--- src/rtl/uart_rxf_pkg.sv ---
package uart_rxf_pkg;
  localparam int CHAR_W = 8;
  localparam int ERR_W  = 3;
  localparam int ENTRY_W = CHAR_W + ERR_W;

  // trigger levels scale with depth: 1, depth/4, depth/2, depth-2
  function automatic int unsigned trig_level(input logic [1:0] sel, input int unsigned depth);
    case (sel)
      2'd0:    return 1;
      2'd1:    return depth / 4;
      2'd2:    return depth / 2;
      default: return depth - 2;
    endcase
  endfunction
endpackage

--- src/rtl/uart_rxf_store.sv ---
module uart_rxf_store #(
  parameter int W     = 11,
  parameter int DEPTH = 16,
  localparam int PW   = $clog2(DEPTH),
  localparam int CW   = $clog2(DEPTH + 1)
) (
  input  logic          clk,
  input  logic          rst_n,
  input  logic          flush,
  input  logic [CW-1:0] cap,
  input  logic          wr_req,
  input  logic [W-1:0]  wr_data,
  input  logic          rd_req,
  output logic [W-1:0]  head,
  output logic [CW-1:0] fill,
  output logic [CW-1:0] fill_next,
  output logic          full,
  output logic          empty
);
  logic [W-1:0]  mem [DEPTH];
  logic [PW-1:0] wp, rp;
  logic          wr_ok, rd_ok;

  assign full  = (fill >= cap);
  assign empty = (fill == '0);
  assign wr_ok = wr_req & ~full & ~flush;
  assign rd_ok = rd_req & ~empty & ~flush;
  assign head  = mem[rp];

  always_comb begin
    if (flush) fill_next = '0;
    else       fill_next = fill + CW'(wr_ok) - CW'(rd_ok);
  end

  function automatic logic [PW-1:0] bump(input logic [PW-1:0] p);
    return (p == PW'(DEPTH - 1)) ? '0 : p + 1'b1;
  endfunction

  always_ff @(posedge clk) begin
    if (!rst_n) begin
      wp   <= '0;
      rp   <= '0;
      fill <= '0;
    end else begin
      fill <= fill_next;
      if (flush) begin
        wp <= '0;
        rp <= '0;
      end else begin
        if (wr_ok) wp <= bump(wp);
        if (rd_ok) rp <= bump(rp);
      end
    end
  end

  always_ff @(posedge clk) begin
    if (wr_ok) mem[wp] <= wr_data;
  end
endmodule

--- src/rtl/uart_rxf_flow.sv ---
module uart_rxf_flow #(
  parameter int CW = 5
) (
  input  logic          clk,
  input  logic          rst_n,
  input  logic [CW-1:0] fill,
  input  logic [CW-1:0] fill_next,
  input  logic [CW-1:0] trig,
  input  logic [CW-1:0] cap,
  input  logic          auto_en,
  input  logic          mcr_rts,
  output logic          rx_irq,
  output logic          rts_n
);
  localparam int XW = CW + 1;
  logic [XW-1:0] t_x, up_raw, top, hi, lo;
  logic          stop_q;

  assign t_x    = XW'(trig);
  assign up_raw = t_x + XW'(4);
  assign top    = XW'(cap) - XW'(1);
  assign hi     = (up_raw > top) ? top : up_raw;
  assign lo     = (t_x > XW'(5)) ? (t_x - XW'(4)) : XW'(1);

  assign rx_irq = (fill >= trig);

  always_ff @(posedge clk) begin
    if (!rst_n) begin
      stop_q <= 1'b0;
    end else if (XW'(fill_next) > hi) begin
      stop_q <= 1'b1;
    end else if (XW'(fill_next) < lo) begin
      stop_q <= 1'b0;
    end
  end

  assign rts_n = auto_en ? stop_q : ~mcr_rts;
endmodule

--- src/rtl/uart_rx_fifo_rts.sv ---
module uart_rx_fifo_rts
  import uart_rxf_pkg::*;
#(
  parameter int DEPTH = 16
) (
  input  logic              clk,
  input  logic              rst_n,
  input  logic              fifo_en,
  input  logic [1:0]        trig_sel,
  input  logic              afc_en,
  input  logic              mcr_rts,
  input  logic              rx_valid,
  output logic              rx_ready,
  input  logic [CHAR_W-1:0] rx_data,
  input  logic [ERR_W-1:0]  rx_err,
  output logic              hold_valid,
  input  logic              hold_ready,
  output logic [CHAR_W-1:0] hold_data,
  input  logic              status_rd,
  output logic [4:0]        line_status,
  output logic              rx_irq,
  output logic              rts_n
);
  localparam int CW = $clog2(DEPTH + 1);

  logic               mode_q, flush, full, empty, drop, ovr_q;
  logic [CW-1:0]      cap, teff, fill, fill_next;
  logic [ENTRY_W-1:0] head;
  logic [ERR_W-1:0]   tags;

  always_ff @(posedge clk) begin
    if (!rst_n) mode_q <= 1'b0;
    else        mode_q <= fifo_en;
  end

  assign flush = (mode_q != fifo_en);
  assign cap   = fifo_en ? CW'(DEPTH) : CW'(1);
  assign teff  = fifo_en ? CW'(trig_level(trig_sel, DEPTH)) : CW'(1);

  uart_rxf_store #(.W(ENTRY_W), .DEPTH(DEPTH)) u_store (
    .clk      (clk),
    .rst_n    (rst_n),
    .flush    (flush),
    .cap      (cap),
    .wr_req   (rx_valid),
    .wr_data  ({rx_err, rx_data}),
    .rd_req   (hold_ready),
    .head     (head),
    .fill     (fill),
    .fill_next(fill_next),
    .full     (full),
    .empty    (empty)
  );

  assign rx_ready = ~full;
  assign drop     = rx_valid & full & ~flush;

  always_ff @(posedge clk) begin
    if (!rst_n)         ovr_q <= 1'b0;
    else if (drop)      ovr_q <= 1'b1;
    else if (status_rd) ovr_q <= 1'b0;
  end

  assign hold_valid  = ~empty;
  assign hold_data   = head[CHAR_W-1:0];
  assign tags        = empty ? '0 : head[ENTRY_W-1:CHAR_W];
  assign line_status = {tags, ovr_q, hold_valid};

  uart_rxf_flow #(.CW(CW)) u_flow (
    .clk      (clk),
    .rst_n    (rst_n),
    .fill     (fill),
    .fill_next(fill_next),
    .trig     (teff),
    .cap      (cap),
    .auto_en  (afc_en & mcr_rts),
    .mcr_rts  (mcr_rts),
    .rx_irq   (rx_irq),
    .rts_n    (rts_n)
  );
endmodule

--- config.mk ---
export PLATFORM = sky130hd
export DESIGN_NAME = uart_rx_fifo_rts
export DESIGN_NICKNAME = d
export VERILOG_FILES = /design/src/rtl/uart_rxf_pkg.sv /design/src/rtl/uart_rxf_store.sv /design/src/rtl/uart_rxf_flow.sv /design/src/rtl/uart_rx_fifo_rts.sv
export SDC_FILE = /design/constraint.sdc
export NUM_CORES = 1
export LEC_CHECK = 0
export BUFFER_PORTS_ARGS = -buffer_cell sky130_fd_sc_hd__buf_2
export CORE_MARGIN = 4
export CORE_UTILIZATION = 55
export CTS_BUF_LIST = sky130_fd_sc_hd__clkbuf_16
export CTS_CLUSTER_SIZE = 40
export DETAILED_ROUTE_END_ITERATION = 16
export GPL_TIMING_DRIVEN = 0
export PLACE_DENSITY = 0.76
export SLEW_MARGIN = 10
export SYNTH_ARGS = -nofsm -noshare
export SYNTH_HDL_FRONTEND = slang
export SYNTH_SLANG_ARGS = --single-unit
export TNS_END_PERCENT = 5
--- constraint.sdc ---
create_clock -name clk -period 3.4 [get_ports clk]
set_input_delay 0.34 -clock clk [delete_from_list [all_inputs] [get_ports clk]]
set_output_delay 0.34 -clock clk [all_outputs]
set_load 0.005 [all_outputs]
# --- After elaboration in Yosys (flattened, before gate mapping) ---
# Memories as Yosys holds them, arrays and structs flattened. A register that Yosys moved wholly into a read port is not among the register bits.
# Cells that the tools add are included.
word_totals:
  reg_bits: 16
  ramBits: 176
  output_inout_bits: 17
  wordCells: 60
  mem_count: 1
classes:
  n_addsub: 7
  magnitude_cmp: 6
  eq_ne: 5
  n_mux: 18
  bitwise: 12
  n_reduce_logical: 5
memory_table:
  columns: ["memory", "depth", "width", "read_ports", "rd_clocked_by_memory_dff", "write_ports", "line_no", "text"]
  rows:
  - ["u_store.mem", 16, 11, 1, 1, 1, "uart_rxf_store.sv:20", "logic [W-1:0] mem [DEPTH];"]
op_table:
  columns: ["operator", "n"]
  rows:
  - ["$mux W4", 4]
  - ["$mux W5", 3]
  - ["$mux W6", 2]
  - ["$pmux W4 S3", 1]
  - ["$ge A5 B5 Y1", 2]
  - ["$add A4 B1 Y4 const B", 2]
  - ["$eq A4 B4 Y1 const B", 2]
  - ["$and A1 B1 Y1", 7]
  - ["$mux W1", 7]
  - ["$add A5 B3 Y6 const B", 1]
  - ["$gt A5 B6 Y1", 1]
  - ["$gt A6 B6 Y1", 1]
  - ["$lt A5 B6 Y1", 1]
  - ["$sub A5 B1 Y6 const B", 1]
  - ["$sub A5 B3 Y6 const B", 1]
  - ["$add A5 B1 Y5", 1]
  - ["$gt A5 B3 Y1 const B", 1]
  - ["$logic_not A5 Y1", 1]
  - ["$not A1 Y1", 5]
  - ["$sub A5 B1 Y5", 1]
  - ["$reduce_bool A2 Y1", 2]
  - ["$mux W3", 1]
  - ["$eq A2 B1 Y1 const B", 1]
  - ["$eq A2 B2 Y1 const B", 1]
  - ["3 further kinds", 3]

# --- Logic depth before layout (Yosys ltp) ---
# Gate-level depths: netlist of the first run.
depth:
  ltp_word: 11
  ltp_mapped: 19
  mapped_depth_nobuf: 18

# --- Modules after synthesis ---
# A second synthesis of the first run with hierarchy kept.
unflattened:
  cells_unflattened: 492
  area_unflattened_um2: 8866.0
by_module_without_submodules:
  columns: ["mod", "instances", "cells_each", "area_each_um2"]
  rows:
  - ["uart_rxf_store", 1, 377, 7950.1]
  - ["uart_rxf_flow", 1, 94, 760.7]
  - ["uart_rx_fifo_rts", 1, 21, 155.1]

# --- Least setup slack after synthesis of the first run ---
# No wires, ideal clock.
synth_timing:
  kind: "input-to-reg"
  from: "input port fifo_en"
  to: "register u_flow.stop_q"
  arrival_time_ps: 3436
  required_time_ps: 3271
  path_slack_ps: -165
  path_stages: 17
  n_path_buf: 2
  path_cell_list: "clkbuf_1 -> inv_1 -> ha_1 -> nand3b_1 -> o2111ai_1 -> a211oi_2 -> buf_2 -> ha_1 -> inv_1 -> fa_1 -> o21bai_1 -> a21oi_1 -> xnor2_1 -> nor2_1 -> ha_1 -> a2111oi_0 -> o2bb2ai_1"
synth_between:
  elab_chain_cells: 10
  word_cells_on_any_way: 23
synth_rtl:
  columns: ["item", "line_no", "text"]
  rows:
  - ["start, declared", "uart_rx_fifo_rts.sv:8", "input logic fifo_en,"]
  - ["$mux W5", "uart_rx_fifo_rts.sv:37", "assign cap = fifo_en ? CW'(DEPTH) : CW'(1);"]
  - ["$ge A5 B5 Y1", "uart_rxf_store.sv:24", "assign full = (fill >= cap);"]
  - ["$not A1 Y1", "uart_rxf_store.sv:26", "assign wr_ok = wr_req & ~full & ~flush;"]
  - ["$and A1 B1 Y1", "uart_rxf_store.sv:26", null]
  - ["$and A1 B1 Y1 *", "uart_rxf_store.sv:26", null]
  - ["via u_store.wr_ok", "uart_rxf_store.sv:22", "logic wr_ok, rd_ok;"]
  - ["$add A5 B1 Y5 *", "uart_rxf_store.sv:32", "else fill_next = fill + CW'(wr_ok) - CW'(rd_ok);"]
  - ["$sub A5 B1 Y5 *", "uart_rxf_store.sv:32", null]
  - ["$mux W5 *", "uart_rxf_store.sv:31", "if (flush) fill_next = '0;"]
  - ["via fill_next[4]", "uart_rx_fifo_rts.sv:27", "logic [CW-1:0] cap, teff, fill, fill_next;"]
  - ["$gt A5 B6 Y1 / $lt A5 B6 Y1 (equally long branches)", "uart_rxf_flow.sv:30, uart_rxf_flow.sv:32", null]
  - ["$mux W1 / $reduce_bool A2 Y1 (equally long branches)", null, null]
  - ["end signal, assigned", "uart_rxf_flow.sv:29", "stop_q <= 1'b0;"]
  - ["end signal, assigned", "uart_rxf_flow.sv:31", "stop_q <= 1'b1;"]
  - ["end signal, assigned", "uart_rxf_flow.sv:33", "stop_q <= 1'b0;"]
  - ["end, declared", "uart_rxf_flow.sv:17", "logic stop_q;"]
# Mark *: on every way through the listed nets, which the timed path passes. The rest lies on a longest branch.
# A chain may end at the register's enable or synchronous reset.

# --- Final worst setup path of the first run ---
layout_timing:
  from: "register u_store.fill[2]"
  to: "register u_flow.stop_q"
layout_between:
  elab_chain_cells: 9
  word_cells_on_any_way: 15
layout_rtl:
  columns: ["item", "line_no", "text"]
  rows:
  - ["start, declared", "uart_rxf_store.sv:15", "output logic [CW-1:0] fill,"]
  - ["start signal, assigned", "uart_rxf_store.sv:45", "fill <= fill_next;"]
  - ["$ge A5 B5 Y1", "uart_rxf_store.sv:24", null]
  - ["$not A1 Y1", "uart_rxf_store.sv:26", null]
  - ["$and A1 B1 Y1 (2 in series)", "uart_rxf_store.sv:26", null]
  - ["$add A5 B1 Y5", "uart_rxf_store.sv:32", null]
  - ["$sub A5 B1 Y5 *", "uart_rxf_store.sv:32", null]
  - ["$mux W5 *", "uart_rxf_store.sv:31", null]
  - ["via fill_next[3]", "uart_rx_fifo_rts.sv:27", null]
  - ["$gt A5 B6 Y1 / $lt A5 B6 Y1 (equally long branches)", "uart_rxf_flow.sv:30, uart_rxf_flow.sv:32", null]
  - ["$mux W1 / $reduce_bool A2 Y1 (equally long branches)", null, null]
# Marked as above.

==> impl_metrics.ini, run 1 <==
[outcome]
outcome = finished, violations left
violations = setup timing

[clock_tree]
root_buffer = clkbuf_16
clk_latency_ns = 0.44
clockBufferDepth = 2
clk_pin_slew_worst_paths_ns = 0.07
cts_made_buffers = 17
cts_tree = yes
htreeDepth = 4
clock_sinks = 196

[route]
drtPass1Iterations = 5
via_per_inst = 6.19
totalWireLength_mm = 17.8
drt-wirelength-per-cell_um = 24.5
drtIter0Drc = 431
vias = 4482
antenna_left = 0
post-route-drc-count = 0

[floorplan]
io_pins = 38
initial_core_util_pct = 56.9
rows = 44
dieArea_um2 = 17200
die_w_um = 131
core_area_um2 = 14700
die_height_um = 131

[placement]
placed_cells = 676
hpwl_mm = 10.5
place_congestion = 0.807
placed_area_um2 = 8830
port_buffers = 37
pre_cts_ws_ns = -0.618

[yosys]
synth_top_family_by_area = multiplexers
synth_fp_nets = 506
synth_area_um2 = 8360
seq_area_frac_synth_pct = 68.0
yosys.area_share.simple_pct = 4.60
muxShareOfSynthArea_pct = 16.4
synth_fa_ha_area_share_pct = 4.88
yosys_warnings = 0
netlist-cell-type-count = 45
synth_compound_area_share_pct = 2.80
syn-instance-count = 453
avgSynthCellArea_um2 = 18.5
synth-main-ff-cell = edfxtp_1
synth_xor_xnor_area_share_pct = 0.823
synth_edf_count = 176
async_flop_share_pct = 0
synth_seq_cells = 196

[global_route]
overflow = 0
grt_max_degree = 17
grt_pass1_wl_mm = 26.6
gr-usage-all-layers_pct = 20.8
grt_pass1_vias = 4520
antenna_found_initial = 0

[worst_setup_path]
crit_required_ns = 3.72
crit_family = adder cells
end_kind = register
path_cells = inv_2 -> ha_4 -> or4b_4 -> nand3_4 -> inv_4 -> ha_4 -> inv_4 -> ha_4 -> buf_4 -> a21oi_1 -> o21bai_1 -> xnor2_1 -> nor2_2 -> ha_1 -> nand2_1 -> nor2_1 -> a2111oi_4 -> o2bb2ai_1
critPathLaunchType = register
worst-path-max-fanout = 3
crit_slowest_cell = or4b_4
worstSetupPathType = reg2reg
cp.buffers_inverters = 4
cp_common_cell = ha_4
cp.arrival_ns = 3.74
cp_slowest_stage_delay_ns = 0.49

[sta]
maxSlewViolCount = 0
rsz0062_at_grt = yes
setup_ws_ns = -0.0200
worst_pin_slew_ns = 1.01
timing.fmax_mhz = 292
relSlewSlack_pct = 32.7
fin_crit_sh_pct = 101
clock_skew_ns = 0.00688
hold_violations = 0
setup_viol = 1
min_period_ns = 3.42

[pwr]
combPwrFrac_pct = 23.1
p_leak_uw = 0.00333
power.density_nw_per_um2 = 625
p_seq_share_pct = 44.9
p_int_uw = 4460
p_sw_uw = 1580
power_uw = 6030
pwr-share-clk_pct = 32.0
power_switching_share_pct = 26.1
irDropWorstVdd_v = 0.000383

[cells_and_area]
drive_gt1_share_pct = 27.8
syn_to_final_growth_pct = 15.5
fin_nets = 580
fin_cells = 724
final_area_um2 = 9660
nFillCells = 967
antenna-diode-count = 0
final_util_pct = 65.7

[run]
maxCapViolCount = 0

[worst_hold_path]
min-delay-path-class = in2reg
## power by group through the flow
stage / clock, uW / combinational (uW) / sequential, uW
floorplan: 0 / 721 / 2750
global placement: 0 / 992 / 2760
detailed placement: 0 / 1030 / 2760
CTS: 1940 / 1210 / 2710
global route: 2050 / 1500 / 2710
finish: 1930 / 1400 / 2710
## state kept, by name, summed over array words and instances, names as in the netlist, named ones only
| register | flops |
|---|---|
| u_store.mem | 176 |
| u_store.fill | 5 |
| u_store.rp | 4 |
| u_store.wp | 4 |
| mode_q | 1 |
| ovr_q | 1 |
| u_flow.stop_q | 1 |
## layout by cell type (no fill, tap or decap), drive strengths merged, types with 2 or more instances in the layout
cell / netlist / layout
nand3: 5 / 5
nand3b: 2 / 2
clkinvlp: 0 / 5
mux2i: 9 / 9
a21oi: 13 / 13
and2: 4 / 4
inv: 20 / 22
and3: 15 / 15
o2111ai: 2 / 2
dfxtp: 20 / 20
xnor2: 4 / 4
xor2: 3 / 3
o21ai: 5 / 5
nor3b: 2 / 2
nand2b: 2 / 2
buf: 10 / 67
o22ai: 4 / 4
o21bai: 2 / 2
clkbuf: 12 / 27
ha: 31 / 31
clkinv: 0 / 6
nand2: 21 / 21
mux4: 52 / 52
nor2: 21 / 21
nor2b: 3 / 3
edfxtp: 176 / 176
bufinv: 0 / 2
## logic make-up after synthesis
kind of cell    after synthesis
compound gates               36
xor+xnor                      7
fa+ha+maj                    32
buf+inv                      42
flops                       196
mux                          61
other cells                   1
simple gates                 78
## cell usage after synthesis, types with 2 or more instances
cell type	instances	area share (%)
mux2i_1	9	1.1
and3_1	15	1.1
buf_4	3	0.27
buf_2	2	0.12
nor3b_1	2	0.18
nand3_1	5	0.30
xor2_1	3	0.31
ha_1	31	4.6
nand2_1	21	0.94
inv_1	20	0.90
o2111ai_1	2	0.21
mux4_1	29	9.1
o21ai_0	5	0.30
clkbuf_1	12	0.54
nor2b_1	3	0.22
nor2_1	21	0.94
buf_6	3	0.40
edfxtp_1	176	63
nand3b_1	2	0.18
o21bai_1	2	0.18
mux4_2	23	6.2
nand2b_1	2	0.15
dfxtp_1	20	4.8
a21oi_1	13	0.78
and2_1	4	0.30
o22ai_1	4	0.30
xnor2_1	3	0.31
## metal layers
layer	part of all wire, %	vias up	GRT usage, %
li1	-	1971	-
met1	42	2330	28.4
met2	51	153	34.0
met3	5.3	28	4.28
met4	1.7	0	7.35
met5	0	-	0
## worst reg2reg max path: cells and delay by family (launching register included)
family / cells / cell delay, ns
fa+ha+maj: 4 / 0.90
simple gates: 5 / 0.89
compound gates: 4 / 0.68
flops: 1 / 0.33
buf+inv: 4 / 0.30
xor+xnor: 1 / 0.22
## final cells by class
type                    count  area [um2]  share of cell area (%)
well taps                 184         230                    2.38
multi-input cells         215        2620                    27.2
flip-flops and latches    196        5690                    59.0
clock buffers              17         425                    4.41
clock inverters            15         140                    1.45
plain buffers              21         133                    1.37
repair buffers             56         332                    3.43
inverters                  20        80.1                   0.829
## through the flow
| step | hold WS (ns) | TNS (ns) |
|---|---|---|
| after floorplan | 0.439 | 0 |
| after global routing | 0.233 | -0.136 |
| after detailed placement | 0.492 | -1.58 |
| after CTS | 0.216 | 0 |
| after global placement | 0.483 | -17.13 |
| final | 0.233 | -0.0200 |
## worst paths after layout
| kind | start | end | slack, ns | cells past startpoint |
|---|---|---|---|---|
| worst max-delay path | u_store.fill[2] | u_flow.stop_q | -0.02 | 18 |
| worst min-delay path | hold_ready | register | 0.23 | 3 |
| worst max register to register | u_store.fill[2] | u_flow.stop_q | -0.02 | 18 |
| worst min register to register | u_store.rp[1] | register | 0.51 | 2 |
## what timing repair did
item                                    4_1_cts  5_1_grt
resized for setup                            21       14
hold buffers                                  0        0
endpoints found under the setup margin        1        1
buffers inserted                              9        8
pin swaps                                    12       14
Note: power is estimated with default switching activity, not from simulation.
==> run 2: changes to the inputs <==
Settings changed: ABC_AREA from default to 1, CTS_BUF_LIST sky130_fd_sc_hd__clkbuf_16 to default, GPL_TIMING_DRIVEN 0 to 1.
==> impl_metrics.ini, run 2 <==
[route]
antenna_left = 0
drtPass1Iterations = 5
post-route-drc-count = 0
via_per_inst = 5.81
totalWireLength_mm = 18.8
vias = 5619
drtIter0Drc = 517
drt-wirelength-per-cell_um = 19.4

[global_route]
overflow = 0
gr-usage-all-layers_pct = 21.5
grt_max_degree = 89
grt_pass1_wl_mm = 29.0
antenna_found_initial = 0
grt_pass1_vias = 5419

[worst_setup_path]
worstSetupPathType = reg2reg
reg2regPathDepth = 18
crit_family = adder cells
cp.arrival_ns = 3.51
cp.buffers_inverters = 3
path_cells = inv_1 -> ha_1 -> nand2_1 -> nand4_1 -> a21oi_2 -> nand2_4 -> inv_4 -> ha_1 -> inv_1 -> fa_2 -> nor2_1 -> ha_1 -> a21oi_1 -> o21ai_1 -> nand2_1 -> nand2_1 -> o21ai_1 -> a21oi_1
worst-path-max-fanout = 7
cp_slowest_stage_delay_ns = 0.54
end_kind = register
crit_slowest_cell = fa_2
crit_required_ns = 3.71
r2r-end = u_flow.stop_q
timing.rr.start = u_store.fill[1]
critPathLaunchType = register
reg2reg_slack_ns = 0.20

[yosys]
synth.most_common_cell = edfxtp_1
syn-instance-count = 723
synth_commonest_cells = 176 x edfxtp_1, 142 x nor2_1, 86 x o21ai_0
synth-main-ff-cell = edfxtp_1
yosysTopAreaCellShare_pct = 61.8
yosys_warnings = 0
netlist-cell-type-count = 38
async_flop_share_pct = 0
synth_area_um2 = 8550
ys_top_cells_by_area = edfxtp_1 62%, nor2_1 6.2%, o21ai_0 5.0%
seq_area_frac_synth_pct = 66.5
synth_edf_count = 176
avgSynthCellArea_um2 = 11.8
synth_fp_nets = 776
synth_seq_cells = 196
synth_top_cell_by_area = edfxtp_1

[sta]
setup_viol = 0
maxSlewViolCount = 0
timing.fmax_mhz = 312
relSlewSlack_pct = 41.2
worst_pin_slew_ns = 0.882
min_period_ns = 3.20
tns_ns = 0
hold_violations = 0
clock_skew_ns = 0.0103
fin_crit_sh_pct = 94.1

[cells_and_area]
largest_register_ffs = 176
syn_to_final_growth_pct = 11.1
antenna-diode-count = 0
mostFrequentLayoutCells = 176 x edfxtp_1, 142 x nor2_1, 84 x o21ai_0, 58 x nand2_1
drive_gt1_share_pct = 14.5
final_common_cell = edfxtp_1
top_regs = u_store.mem x176, u_store.fill x5
final_util_pct = 62.5
fin_nets = 820
final_area_um2 = 9500
regMostFlops = u_store.mem

[clock_tree]
cts_tree = yes
cts_made_buffers = 17
clockBufferDepth = 2
htreeDepth = 4
root_buffer = clkbuf_16
holdBufCountCts = 0
clk_pin_slew_worst_paths_ns = 0.07
clock_sinks = 196
clk_latency_ns = 0.43

[floorplan]
die_w_um = 133
rows = 45
dieArea_um2 = 17600
initial_core_util_pct = 56.2
die_height_um = 133
core_area_um2 = 15200
io_pins = 38

[placement]
place_congestion = 0.838
port_buffers = 37
placed_area_um2 = 8960
hpwl_mm = 11.3

[pwr]
power.density_nw_per_um2 = 595
irDropWorstVdd_v = 0.000396
p_leak_uw = 0.00336

[worst_hold_path]
min-delay-path-class = in2reg
worstHoldEndpoint = mode_q
min_delay_path_depth = 3
worstHoldStart = rst_n

[run]
maxCapViolCount = 0

[outcome]
outcome = complete, no violations
-- run 2: repair_timing --
action	in CTS	in global routing
resized for setup	0	15
endpoints found under the setup margin	0	1
buffers inserted	0	3
-- run 2: cells by family after synthesis --
family | after synthesis | synth area share, %
compound gates | 164 | 11.7
xor+xnor | 4 | 0.410
fa+ha+maj | 32 | 4.77
buf+inv | 83 | 4.29
flops | 196 | 66.5
mux | 6 | 0.703
other cells | 1 | 0.0439
simple gates | 237 | 11.6
-- run 2: area by class of cell --
cell class,count,area [um2]
clock buffers,21,440
flip-flops and latches,196,5690
clock inverters,10,42.5
repair buffers,62,385
multi-input cells,444,2520
well taps,188,235
fillers,1153,5700
inverters,46,180
-- run 2: worst max path at each step --
stage                     depth (start not counted)            end  slack (ns)            start
after detailed placement                         21  u_flow.stop_q      -0.007          fifo_en
after global routing                             18  u_flow.stop_q       -0.02  u_store.fill[3]
final                                            18  u_flow.stop_q        0.20  u_store.fill[1]
after global placement                           22  u_flow.stop_q        0.24          fifo_en
after CTS                                        20  u_flow.stop_q        0.06  u_store.fill[1]
after floorplan                                  20  u_flow.stop_q        0.47  u_store.fill[1]
-- run 2: per-stage QoR --
stage / total power (uW) / setup WS [ns] / instances / hold WS, ns
detailed placement: 3890 / -0.00735 / 933 / 0.461
CTS: 5550 / 0.0557 / 964 / 0.105
floorplan: 3530 / 0.473 / 723 / 0.433
global route: 5940 / -0.0157 / 967 / 0.127
finish: 5650 / 0.200 / 967 / 0.108
global placement: 3830 / 0.243 / 933 / 0.456
-- run 2: per-layer routing --
| layer | up-vias | wire (um) | track usage (%) |
|---|---|---|---|
| met1 | 2705 | 7690 | 28.0 |
| met3 | 38 | 1120 | 3.69 |
| met4 | 0 | 420 | 8.20 |
| li1 | 2655 | - | - |
| met2 | 221 | 9550 | 36.3 |
| met5 | - | 0 | 0 |
-- run 2: worst reg2reg max path, stage by stage (launching register included) --
cell and delay, ns:
dfxtp_4 0.38, inv_1 0.11, ha_1 0.23, nand2_1 0.08
nand4_1 0.12, a21oi_2 0.22, nand2_4 0.11, inv_4 0.11
ha_1 0.19, inv_1 0.07, fa_2 0.54, nor2_1 0.08
ha_1 0.32, a21oi_1 0.15, o21ai_1 0.07, nand2_1 0.06
nand2_1 0.04, o21ai_1 0.08, a21oi_1 0.09
-- run 2: power by group --
part	total, uW	switching (uW)	internal [uW]
Sequential	2720	38.7	2690
Clock	1690	781	907
Combinational	1240	753	483
Total	5650	1570	4080
==> run 3: changes to the inputs <==
Clock period 3.4 ns to 2.9 ns, I/O delays scaled along.
==> impl_metrics.ini, run 3 (same netlist as run 2, synthesis figures left out) <==
[clock_tree]
clock_sinks = 196
cts_made_buffers = 17
cts_tree = yes
htreeDepth = 4
clk_pin_slew_worst_paths_ns = 0.07
clk_latency_ns = 0.44
holdBufCountCts = 0
root_buffer = clkbuf_16
clockBufferDepth = 2

[global_route]
grt_pass1_wl_mm = 30.9
overflow = 0
grt_max_degree = 83
gr-usage-all-layers_pct = 22.7
grt_pass1_vias = 5823
antenna_found_initial = 0

[cells_and_area]
drive_gt1_share_pct = 22.5
syn_to_final_growth_pct = 17.4
antenna-diode-count = 0
top_regs = u_store.mem x176, u_store.fill x5
final_util_pct = 66.0
final_common_cell = edfxtp_1
mostFrequentLayoutCells = 176 x edfxtp_1, 138 x nor2_1, 84 x o21ai_0, 58 x buf_4, 54 x nand2_1
fin_cells = 1003
fin_nets = 855
nFillCells = 1060
largest_register_ffs = 176
regMostFlops = u_store.mem

[outcome]
outcome = finished, violations left
violations = setup timing

[worst_hold_path]
min-delay-path-class = in2reg

[sta]
min_period_ns = 2.91
fin_crit_sh_pct = 100
clock_skew_ns = 0.0101
hold_violations = 0
timing.fmax_mhz = 343
setup_ws_ns = -0.0116
rsz0062_at_grt = yes
relSlewSlack_pct = 42.5
setup_viol = 1
worst_pin_slew_ns = 0.863
timing.hold.ws_ns = 0.0475
maxSlewViolCount = 0

[pwr]
p_leak_uw = 0.00359
irDropWorstVdd_v = 0.000502
power.density_nw_per_um2 = 740
power_uw = 7430

[worst_setup_path]
worstSetupPathType = reg2reg
cp.arrival_ns = 3.27
worst-path-max-fanout = 3
crit_required_ns = 3.26
critPathLaunchType = register
end_kind = register

[route]
totalWireLength_mm = 19.8
drtPass1Iterations = 5
via_per_inst = 5.85
vias = 5863
antenna_left = 0
post-route-drc-count = 0
drt-wirelength-per-cell_um = 19.7
drtIter0Drc = 547

[placement]
placed_cells = 966
port_buffers = 37
hpwl_mm = 12.0
place_congestion = 0.955
pre_cts_ws_ns = -0.179

[floorplan]
rows = 45
initial_core_util_pct = 56.2
die_height_um = 133
io_pins = 38
die_w_um = 133
dieArea_um2 = 17600
core_area_um2 = 15200

[run]
maxCapViolCount = 0
## run 3: cell count changes in the layout (fill, tap and decap cells not counted), sizes merged
| cell | before | now |
|---|---|---|
| inv | 45 | 46 |
| buf | 62 | 97 |
| bufinv | 0 | 3 |
| clkinv | 10 | 9 |
| clkbuf | 21 | 18 |
| clkinvlp | 1 | 2 |
## run 3: area by class of cell
cell class,instances,area (um2),area share (%)
multi-input combinational,444,2680,26.7
tap,188,235,2.34
clock buffer,18,429,4.28
timing repair buffer,97,652,6.50
inverter,46,185,1.85
sequential,196,5690,56.7
clock inverter,14,160,1.60
## run 3: per-layer routing
layer / vias up / GRT usage, % / wire length [um]
met5: - / 0 / 0
met4: 0 / 9.24 / 554
met3: 49 / 4.14 / 1030
met2: 207 / 37.7 / 10200
met1: 2875 / 29.6 / 8040
li1: 2732 / - / -
## run 3: power breakdown
group,switching [uW],leakage (uW),internal [uW]
Clock,1010,0.000280,1350
Combinational,1040,0.00156,845
Sequential,39.1,0.00175,3150
Total,2090,0.00359,5340
## run 3: through the flow
step	setup TNS, ns	instance area [um2]
after floorplan	0	8550
after global placement	-0.0135	9220
after detailed placement	-0.179	9220
after CTS	0	9880
after global routing	-0.211	10000
final	-0.0116	10000
## run 3: timing repair
| item | in CTS | in global routing |
|---|---|---|
| resized for setup | 11 | 33 |
| pin swaps | 12 | 27 |
| hold endpoints to repair | 0 | 0 |
| endpoints found under the setup margin | 1 | 1 |
| buffers inserted | 2 | 3 |
## run 3: worst paths after layout
| kind | start | end | slack, ns | cells after the start |
|---|---|---|---|---|
| worst max register to register | u_store.fill[2] | u_flow.stop_q | -0.01 | 22 |
| worst min register to register | ovr_q | ovr_q | 0.47 | 2 |
| worst min-delay path | rst_n | mode_q | 0.05 | 3 |
| worst max-delay path | u_store.fill[2] | u_flow.stop_q | -0.01 | 22 |
## run 3: critical path, stage by stage (launching register included)
cell,delay [ns]
dfxtp_2,0.33
inv_2,0.05
buf_6,0.12
ha_4,0.15
nand2_2,0.05
nand4_1,0.11
a21oi_2,0.24
nand2_4,0.08
inv_4,0.07
ha_4,0.15
inv_2,0.04
fa_2,0.38
inv_2,0.07
nand2_2,0.07
nand2_2,0.08
nor2_2,0.04
ha_1,0.28
nand2_2,0.06
o21ai_1,0.11
nand2_1,0.06
nand2_1,0.08
o21ai_2,0.06
a21oi_1,0.15
